## config.mk

```make
export PLATFORM = sky130hd
export DESIGN_NAME = usb_resp_timer
export DESIGN_NICKNAME = d
export VERILOG_FILES = /design/src/rtl/usb_resp_timer.sv
export SDC_FILE = /design/constraint.sdc
export NUM_CORES = 1
export LEC_CHECK = 0
export BUFFER_PORTS_ARGS = -buffer_cell sky130_fd_sc_hd__buf_2
export CAP_MARGIN = 10
export CORE_AREA = 3 3 40 42
export CTS_CLUSTER_DIAMETER = 100
export CTS_CLUSTER_SIZE = 28
export DETAILED_ROUTE_END_ITERATION = 6
export DIE_AREA = 0 0 43 45
export GPL_ROUTABILITY_DRIVEN = 0
export GPL_TIMING_DRIVEN = 1
export PLACE_DENSITY = 0.38
export SLEW_MARGIN = 10
export SYNTH_ARGS = -nofsm -noshare
export SYNTH_HDL_FRONTEND = slang
export SYNTH_SLANG_ARGS = --single-unit
```

## constraint.sdc

```tcl
create_clock -name clk -period 1.5 [get_ports clk]
set_clock_uncertainty 0.15 [all_clocks]
set_input_delay 0.15 -clock clk [delete_from_list [all_inputs] [get_ports clk]]
set_output_delay 0.15 -clock clk [all_outputs]
set_load 0.01 [all_outputs]
```

## src/rtl/usb_resp_timer.sv

```systemverilog
module usb_resp_timer #(
    parameter int LIMIT = 18
) (
    input  logic clk,
    input  logic rst,
    input  logic clear,
    input  logic run,
    input  logic tick,
    output logic expired
);
    localparam int CW = $clog2(LIMIT + 1);

    logic [CW-1:0] cnt;

    assign expired = run && tick && (cnt == CW'(LIMIT - 1));

    always_ff @(posedge clk) begin
        if (rst || clear) begin
            cnt <= '0;
        end else if (run && tick && !expired) begin
            cnt <= cnt + 1'b1;
        end
    end

    p_timer_bound_r2: assert property (@(posedge clk) disable iff (rst)
        cnt < CW'(LIMIT));

endmodule

```

## After elaboration in Yosys (flattened, before gate mapping)

Cells that the tools add are included.

| operators by class | value |
|---|---|
| equal/unequal tests | 1 |
| reduce and logical (&&, ||, !) cells | 5 |
| add/sub/neg operators | 1 |

Operators with widths:

| operator | number |
|---|---|
| adder 5 x 1 -> 5 bit, second input constant | 1 |
| == test 5 bit, second input constant | 1 |
| logical AND 1 bit | 3 |
| logical NOT 1 bit | 1 |
| logical OR 1 bit | 1 |

| word-level totals | value |
|---|---|
| output and inout bits | 1 |
| bits of input ports | 5 |
| flip-flop bits (word level) | 5 |
| logic and storage cells | 8 |

## Depth between registers and ports, before layout

Gate-level depths: netlist (run 1).

| depth | value |
|---|---|
| depth in word-level cells | 4 |
| mapped depth | 5 |

## Least setup slack after synthesis (run 1)

OpenSTA, ideal clock, no wires.

| timing path | value |
|---|---|
| kind | reg2reg |
| start | reg cnt[1] |
| end | reg cnt[2] |
| stages on the path, launching flop included | 6 |
| path slack | 199 ps |
| arrival | 1,081 ps |
| library setup time | 70 ps |
| path buffers | 0 |
| data required time | 1,280 ps |
| cells stage by stage | dfxtp_1 > inv_1 > ha_1 > nand3b_1 > or3b_1 > a21oi_1 |

| between the ends | value |
|---|---|
| word-level cells in the longest chain between the ends | 4 |
| elaborated cells between the ends (all ways) | 5 |

Ends and longest elaborated chain:

| item | line | RTL |
|---|---|---|
| from (decl) | 13 | `logic [CW-1:0] cnt;` |
| from (signal assigned) | 21 | `cnt <= cnt + 1'b1;` |
| branches (longest 4 deep; another with adder 5 x 1 -> 5 bit) | -- |  |

Parallel ways; which one is timed is not known.
A chain may end at the register's enable or synchronous reset.

## Worst setup path in the final report (run 1)

| timing path | value |
|---|---|
| start | reg cnt[1] |
| end | out expired |

| between the ends | value |
|---|---|
| word-level cells in the longest chain between the ends | 2 |

Ends and longest elaborated chain:

| item | line | RTL |
|---|---|---|
| == test 5 bit | 15 | `assign expired = run && tick && (cnt == CW'(LIMIT - 1));` |
| logical AND 1 bit | 15 |  |
| to (decl) | 9 | `output logic expired` |

No other way between the ends.

==> impl_metrics.prom, run 1 <==
# TYPE chip_impl_metric gauge
chip_impl_metric{name="slew_headroom",unit="%"} 86.5
chip_impl_metric{name="cts.path.max_buffers",unit=""} 2
chip_impl_metric{name="critical_path_arrival",unit="ps"} 1150
chip_impl_metric{name="groute.usage.overall",unit="%"} 8.33
chip_impl_metric{name="per_cell_routed_wire_length",unit="um"} 12.2
chip_impl_metric{name="nFillCells",unit=""} 142
chip_impl_metric{name="fp.dieArea",unit="um^2"} 1940
chip_impl_metric{name="coreArea",unit="um^2"} 1280
chip_impl_metric{name="timing.critical_path.required",unit="ps"} 1200
chip_impl_metric{name="max_clock_freq",unit="MHz"} 688
chip_impl_info{name="hold_path.class",value="in2reg"} 1
chip_impl_metric{name="number_of_diodes",unit=""} 0
chip_impl_metric{name="seq_area",unit="um^2"} 105
chip_impl_info{name="worst_setup_path_end_kind",value="output pin"} 1
chip_impl_metric{name="proportion_of_layout_cells_with_a_drive_suffix_above_1",unit="%"} 34.9
chip_impl_metric{name="post-route-util",unit="%"} 29.5
chip_impl_metric{name="routed-via-count",unit=""} 265
chip_impl_metric{name="grt_first_pass_wirelength",unit="um"} 1100
chip_impl_info{name="netlist.top_cell.by_area",value="dfxtp_1"} 1
chip_impl_metric{name="cellPowerDensity",unit="nW/um^2"} 859
chip_impl_metric{name="cts-buffers-inserted",unit=""} 3
chip_impl_metric{name="holdBufCountCts",unit=""} 0
chip_impl_metric{name="worst_skew_pair_latency",unit="ps"} 240
chip_impl_metric{name="die_height",unit="um"} 45
chip_impl_metric{name="critPathBufInv",unit=""} 2
chip_impl_info{name="largestRegisters",value="cnt (5)"} 1
chip_impl_metric{name="mappedNetlistArea",unit="um^2"} 279
chip_impl_metric{name="fin_worst_hold_slack",unit="ps"} 26.6
chip_impl_metric{name="async_reset_ff_share",unit="%"} 0
chip_impl_metric{name="setup_violations",unit=""} 0
chip_impl_metric{name="fin_ws",unit="ps"} 45.7
chip_impl_metric{name="vias_per_cell",unit=""} 4.57
chip_impl_metric{name="post-route-cell-area",unit="um^2"} 379
chip_impl_info{name="synth_flop_cell",value="dfxtp_1"} 1
chip_impl_metric{name="drt_drc_violations_left",unit=""} 0
chip_impl_metric{name="initial_antenna_violation_count",unit=""} 0
chip_impl_metric{name="worstMarginPinSlew",unit="ps"} 203
chip_impl_metric{name="hold_viol_final",unit=""} 0
chip_impl_metric{name="io_buffer_count",unit=""} 5
chip_impl_metric{name="boundaryPins",unit=""} 6
chip_impl_metric{name="place_ws",unit="ps"} 100
chip_impl_metric{name="fin_setup_tns",unit="ps"} 0
chip_impl_metric{name="timing_max_transition_violations_final",unit=""} 0
chip_impl_metric{name="synthesis.nets",unit=""} 40
chip_impl_info{name="ctsRootBufferMaster",value="clkbuf_4"} 1
chip_impl_metric{name="floorplan.initialDensity",unit="%"} 21.7
chip_impl_info{name="largest_cells_by_area_after_synthesis",value="dfxtp_1, ha_1, a21oi_1"} 1
chip_impl_metric{name="areaGrowthSynthToFinish",unit="%"} 35.9
chip_impl_metric{name="seq_area_frac_synth",unit="%"} 35.9
chip_impl_metric{name="wirelength",unit="um"} 710
chip_impl_metric{name="hpwlAfterDp",unit="um"} 444
chip_impl_metric{name="cts.sinks",unit=""} 5
chip_impl_metric{name="maxCapViolCount",unit=""} 0
chip_impl_metric{name="path_max_fanout",unit=""} 3
chip_impl_info{name="cts_tree",value="done"} 1
chip_impl_metric{name="post_synth.cell_area_avg",unit="um^2"} 8.46
chip_impl_metric{name="gr-total-overflow",unit=""} 0
chip_impl_metric{name="maximum_number_of_pins_on_one_net_before_global_route_repair",unit=""} 7
chip_impl_metric{name="total_power",unit="mW"} 0.326
chip_impl_info{name="worst_path_max_delay_cell",value="dfxtp_2"} 1
chip_impl_metric{name="post_layout_nonfiller_instances",unit=""} 58
chip_impl_metric{name="dp_cells",unit=""} 53
chip_impl_metric{name="post_dp_cell_area",unit="um^2"} 323
chip_impl_metric{name="largest_register_ff_count",unit=""} 5
chip_impl_metric{name="antenna_left",unit=""} 0
chip_impl_info{name="critPathLaunchType",value="register"} 1
chip_impl_metric{name="fp-row-count",unit=""} 13
chip_impl_metric{name="synth_top_cell_area_share",unit="%"} 35.9
chip_impl_metric{name="final_min_period_over_clock_period",unit="%"} 97.0
chip_impl_info{name="setup.worst_path.class",value="reg2out"} 1
chip_impl_metric{name="final_net_count",unit=""} 51
chip_impl_info{name="status",value="completed"} 1
chip_impl_metric{name="synth-edff-count",unit=""} 0
chip_impl_metric{name="cts_htree_levels",unit=""} 1
chip_impl_metric{name="vdd.ir_drop.worst",unit="mV"} 0.530
chip_impl_metric{name="leakage",unit="nW"} 0.138
chip_impl_metric{name="synth.yosys.warnings",unit=""} 0
chip_impl_info{name="cpLargestDelayFamily",value="flip-flops"} 1
chip_impl_metric{name="cpPeakStageDelay",unit="ps"} 330
chip_impl_metric{name="die-width",unit="um"} 43
chip_impl_metric{name="synth-seq-cells",unit=""} 5
chip_impl_metric{name="drtPass1Iterations",unit=""} 4
chip_impl_metric{name="drt-initial-drc-count",unit=""} 5
chip_impl_metric{name="netlist_instances",unit=""} 33
chip_impl_info{name="crit_chain",value="inv_2 -> ha_4 -> nand3b_1 -> nor3_2 -> buf_2"} 1
chip_impl_metric{name="clk_pin_slew_worst_paths",unit="ps"} 50
chip_impl_metric{name="first_global_vias",unit=""} 238
chip_impl_info{name="largest_register",value="cnt"} 1
chip_impl_metric{name="yosysUniqueCellTypes",unit=""} 18
chip_impl_metric{name="multi_input_area",unit="um^2"} 193
chip_impl_metric{name="post-route-min-period",unit="ps"} 1450
[cell usage in the layout, fill, tap and decap left out, drive strengths merged]
master	instances
clkbuf	4
o21ai	2
nand3b	1
nor2	1
or2	1
nand2	5
nand4bb	1
or3b	1
buf	6
a31o	1
ha	2
and2	1
mux2i	1
or3	3
dfxtp	5
nor3	1
inv	1
a21oi	4
nand3	2
[worst min-delay path: stages]
cell     delay [ps]
buf_2            90
or3_1            90
mux2i_1          50
[power by group]
part | switching [mW] | total, mW | internal, mW | leakage (nW)
Combinational | 0.0132 | 0.0257 | 0.0125 | 0.0811
Sequential | 0.00266 | 0.137 | 0.134 | 0.0416
Clock | 0.0619 | 0.163 | 0.101 | 0.0150
[routing by layer]
metal	GRT usage [%]	wire, um
met2	11.1	347
met3	7.97	72
met1	8.92	291
met4	3.61	0
met5	0	0
[cell type report]
class | instances | share of cell area, %
Tap cell | 15 | 4.95
Multi-Input combinational cell | 27 | 50.8
Clock buffer | 4 | 6.93
Sequential cell | 5 | 27.7
Inverter | 1 | 0.990
Timing Repair Buffer | 6 | 8.58
[what timing repair did]
action	4_1_cts	5_1_grt
pin swaps	1	0
setup buffers	0	1
resized for setup	2	5
gates cloned	0	0
setup endpoints to repair	1	2
[worst paths after layout]
path | slack [ps] | cells after the start | end | startpoint
setup / recovery | 50 | 5 | expired | cnt[1]$_SDFFE_PP0P_
hold / removal | 30 | 3 | cnt[0]$_SDFFE_PP0P_ | rst
setup reg to reg | 130 | 5 | cnt[2]$_SDFFE_PP0P_ | cnt[1]$_SDFFE_PP0P_
hold reg to reg | 360 | 2 | cnt[4]$_SDFFE_PP0P_ | cnt[4]$_SDFFE_PP0P_
[cells in the mapped netlist, types with 2 or more instances]
library cell	count
nand2_1	5
ha_1	2
o21ai_0	2
or3_1	3
dfxtp_1	5
a21oi_1	4
[cell families after synthesis]
family          Yosys count  synth area share, %
buf+inv                   1                 1.34
simple gates             17                 36.3
flops                     5                 35.9
mux                       1                 3.59
compound gates            7                 13.9
fa+ha+maj                 2                 8.97
Power figures use the tool's default switching activity.
==> run 2, diff against run 1 <==
--- a/config.mk
+++ b/config.mk
@@ -14,7 +14,6 @@
 export DIE_AREA = 0 0 43 45
 export GPL_ROUTABILITY_DRIVEN = 0
 export GPL_TIMING_DRIVEN = 1
-export PLACE_DENSITY = 0.38
 export SLEW_MARGIN = 10
 export SYNTH_ARGS = -nofsm -noshare
 export SYNTH_HDL_FRONTEND = slang
==> run 2 against run 1 <==
Compared with the run above:
- the flow now finishes with violations (setup timing)
- clock power is 3% lower
- core utilization did not move
- critical path depth unchanged
- die area stayed put
- highest routed layer is now met4
==> impl_metrics.prom, run 2 (synthesized netlist as in run 1, its figures left out) <==
# TYPE chip_impl_metric gauge
chip_impl_metric{name="die-width",unit="um"} 43
chip_impl_metric{name="wirelength",unit="um"} 613
chip_impl_metric{name="timing_max_transition_violations_final",unit=""} 0
chip_impl_metric{name="cts.path.max_buffers",unit=""} 2
chip_impl_metric{name="cts-buffers-inserted",unit=""} 3
chip_impl_metric{name="io_buffer_count",unit=""} 5
chip_impl_metric{name="hpwlAfterDp",unit="um"} 440
chip_impl_info{name="worst_setup_path_startpoint",value="cnt[1]$_SDFFE_PP0P_"} 1
chip_impl_metric{name="clk_pin_slew_worst_paths",unit="ps"} 40
chip_impl_info{name="cts_tree",value="done"} 1
chip_impl_metric{name="hold_viol_final",unit=""} 0
chip_impl_metric{name="met2_usage_grt",unit="%"} 13.2
chip_impl_metric{name="critical_path_arrival",unit="ps"} 1240
chip_impl_metric{name="worst_skew_pair_latency",unit="ps"} 240
chip_impl_metric{name="first_global_vias",unit=""} 264
chip_impl_info{name="setup.worst_path.class",value="reg2out"} 1
chip_impl_metric{name="fp.dieArea",unit="um^2"} 1940
chip_impl_info{name="ctsRootBufferMaster",value="clkbuf_4"} 1
chip_impl_metric{name="final_min_period_over_clock_period",unit="%"} 103
chip_impl_info{name="status",value="finished, violations left"} 1
chip_impl_metric{name="vias_per_cell",unit=""} 4.76
chip_impl_metric{name="number_of_diodes",unit=""} 0
chip_impl_metric{name="global_routing_met1_resource_utilization",unit="%"} 7.69
chip_impl_metric{name="slew_headroom",unit="%"} 85.8
chip_impl_metric{name="power.share.clock",unit="%"} 49.6
chip_impl_metric{name="cellPowerDensity",unit="nW/um^2"} 841
chip_impl_metric{name="dp_cells",unit=""} 53
chip_impl_info{name="grt_setup_unrepaired",value="true"} 1
chip_impl_metric{name="place_ws",unit="ps"} 134
chip_impl_info{name="crit-reg2reg-capture",value="cnt[4]$_SDFFE_PP0P_"} 1
chip_impl_metric{name="proportion_of_layout_cells_with_a_drive_suffix_above_1",unit="%"} 34.9
chip_impl_metric{name="worstMarginPinSlew",unit="ps"} 213
chip_impl_info{name="hold_path.class",value="in2reg"} 1
chip_impl_metric{name="p_sw",unit="mW"} 0.0720
chip_impl_metric{name="fin_ws",unit="ps"} -41.1
chip_impl_metric{name="drt_drc_violations_left",unit=""} 0
chip_impl_metric{name="switching_share",unit="%"} 22.6
chip_impl_metric{name="p_int",unit="mW"} 0.247
chip_impl_metric{name="pwr-share-comb",unit="%"} 7.5
chip_impl_info{name="globalRoute.busiestLayer",value="met2"} 1
chip_impl_metric{name="antenna_left",unit=""} 0
chip_impl_metric{name="floorplan.initialDensity",unit="%"} 21.7
chip_impl_metric{name="max_clock_freq",unit="MHz"} 649
chip_impl_info{name="largestRegisters",value="cnt (5)"} 1
chip_impl_metric{name="sequentialPowerShare",unit="%"} 43.0
chip_impl_metric{name="path_max_fanout",unit=""} 3
chip_impl_metric{name="post_layout_nonfiller_instances",unit=""} 58
chip_impl_metric{name="boundaryPins",unit=""} 6
chip_impl_metric{name="largest_register_ff_count",unit=""} 5
chip_impl_info{name="violations",value="setup timing"} 1
chip_impl_metric{name="setup_violations",unit=""} 1
chip_impl_info{name="worst_setup_path_end_kind",value="output pin"} 1
chip_impl_info{name="rr_startpoint",value="cnt[0]$_SDFFE_PP0P_"} 1
chip_impl_metric{name="gr-total-overflow",unit=""} 0
chip_impl_metric{name="holdBufCountCts",unit=""} 0
chip_impl_metric{name="drt-initial-drc-count",unit=""} 5
chip_impl_metric{name="areaGrowthSynthToFinish",unit="%"} 35.9
chip_impl_metric{name="reg2reg_depth",unit=""} 4
chip_impl_metric{name="maxCapViolCount",unit=""} 0
chip_impl_metric{name="per_cell_routed_wire_length",unit="um"} 10.6
chip_impl_metric{name="nFillCells",unit=""} 136
chip_impl_metric{name="rrSetupSlack",unit="ps"} 180
chip_impl_metric{name="timing.critical_path.required",unit="ps"} 1200
chip_impl_metric{name="coreArea",unit="um^2"} 1280
chip_impl_info{name="most-common-layout-cells",value="nand2_1, buf_2, a21oi_1"} 1
chip_impl_metric{name="vdd.ir_drop.worst",unit="mV"} 0.502
chip_impl_metric{name="cts.sinks",unit=""} 5
chip_impl_info{name="largest_register",value="cnt"} 1
chip_impl_info{name="critPathLaunchType",value="register"} 1
chip_impl_metric{name="cts_htree_levels",unit=""} 1
chip_impl_metric{name="post-route-min-period",unit="ps"} 1540
chip_impl_metric{name="fp-row-count",unit=""} 13
chip_impl_metric{name="maximum_number_of_pins_on_one_net_before_global_route_repair",unit=""} 7
chip_impl_metric{name="leakage",unit="nW"} 0.136
chip_impl_metric{name="die_height",unit="um"} 45
chip_impl_metric{name="use_met3",unit="%"} 4.78
chip_impl_metric{name="drtPass1Iterations",unit=""} 3
chip_impl_metric{name="final_net_count",unit=""} 51
chip_impl_metric{name="groute.usage.overall",unit="%"} 8.07
chip_impl_metric{name="routed-via-count",unit=""} 276
chip_impl_metric{name="grt_first_pass_wirelength",unit="um"} 1090
chip_impl_info{name="worstSetupEndpoint",value="expired"} 1
chip_impl_metric{name="initial_antenna_violation_count",unit=""} 0
run 2: cell counts in the layout (fill, tap and decap cells not counted):
Identical to the previous run, type by type.
run 2: repair_timing:
action,in CTS,in global routing
hold endpoints to repair,0,0
pin swaps,1,1
endpoints found under the setup margin,1,2
buffers inserted,0,1
gates resized for setup,2,5
run 2: critical path: stages, from the launching register on:
cell	delay, ps
dfxtp_2	320
inv_2	70
ha_4	120
nand3b_1	100
nor3_2	220
buf_2	170
run 2: layout make-up:
type / count / area (um^2) / area share, %
tap: 15 / 18.8 / 4.95
timing repair buffer: 6 / 32.5 / 8.58
multi-input combinational: 27 / 193 / 50.8
clock buffer: 4 / 26.3 / 6.93
sequential: 5 / 105 / 27.7
inverter: 1 / 3.75 / 0.990
run 2: power groups by stage:
stage          sequential [mW]  combinational, mW  clock (mW)
6_report                 0.137             0.0238       0.158
3_5_place_dp             0.140             0.0210           0
2_1_floorplan            0.139             0.0114           0
3_3_place_gp             0.139             0.0203           0
5_1_grt                  0.137             0.0277       0.173
4_1_cts                  0.137             0.0213       0.164
run 2: metrics by stage:
stage               util (%)  cell area, um^2  power (mW)  hold WS [ps]  setup TNS [ps]
finish                  29.5              379       0.319          35.1           -41.1
global route            29.5              379       0.338          81.4           -86.2
CTS                     27.7              355       0.322          30.0               0
detailed placement      25.1              323       0.161           292               0
global placement        25.1              323       0.160           288               0
floorplan                  -              279       0.150           174               0
run 2: worst min-delay path by stage:
stage          start                  end  slack [ps]  depth (start not counted)
3_3_place_gp     rst  cnt[0]$_SDFFE_PP0P_         290                          4
3_5_place_dp     rst  cnt[0]$_SDFFE_PP0P_         290                          3
5_1_grt          rst  cnt[0]$_SDFFE_PP0P_          80                          3
2_1_floorplan    rst  cnt[0]$_SDFFE_PP0P_         170                          3
6_report         rst  cnt[0]$_SDFFE_PP0P_          40                          4
4_1_cts          rst  cnt[0]$_SDFFE_PP0P_          30                          3
run 2: per-layer routing:
layer  vias to the layer above  part of all wire (%)
met5                         -                     0
met1                       127                    40
met2                         8                    51
met3                         2                   7.2
li1                        139                     -
met4                         0                   1.6
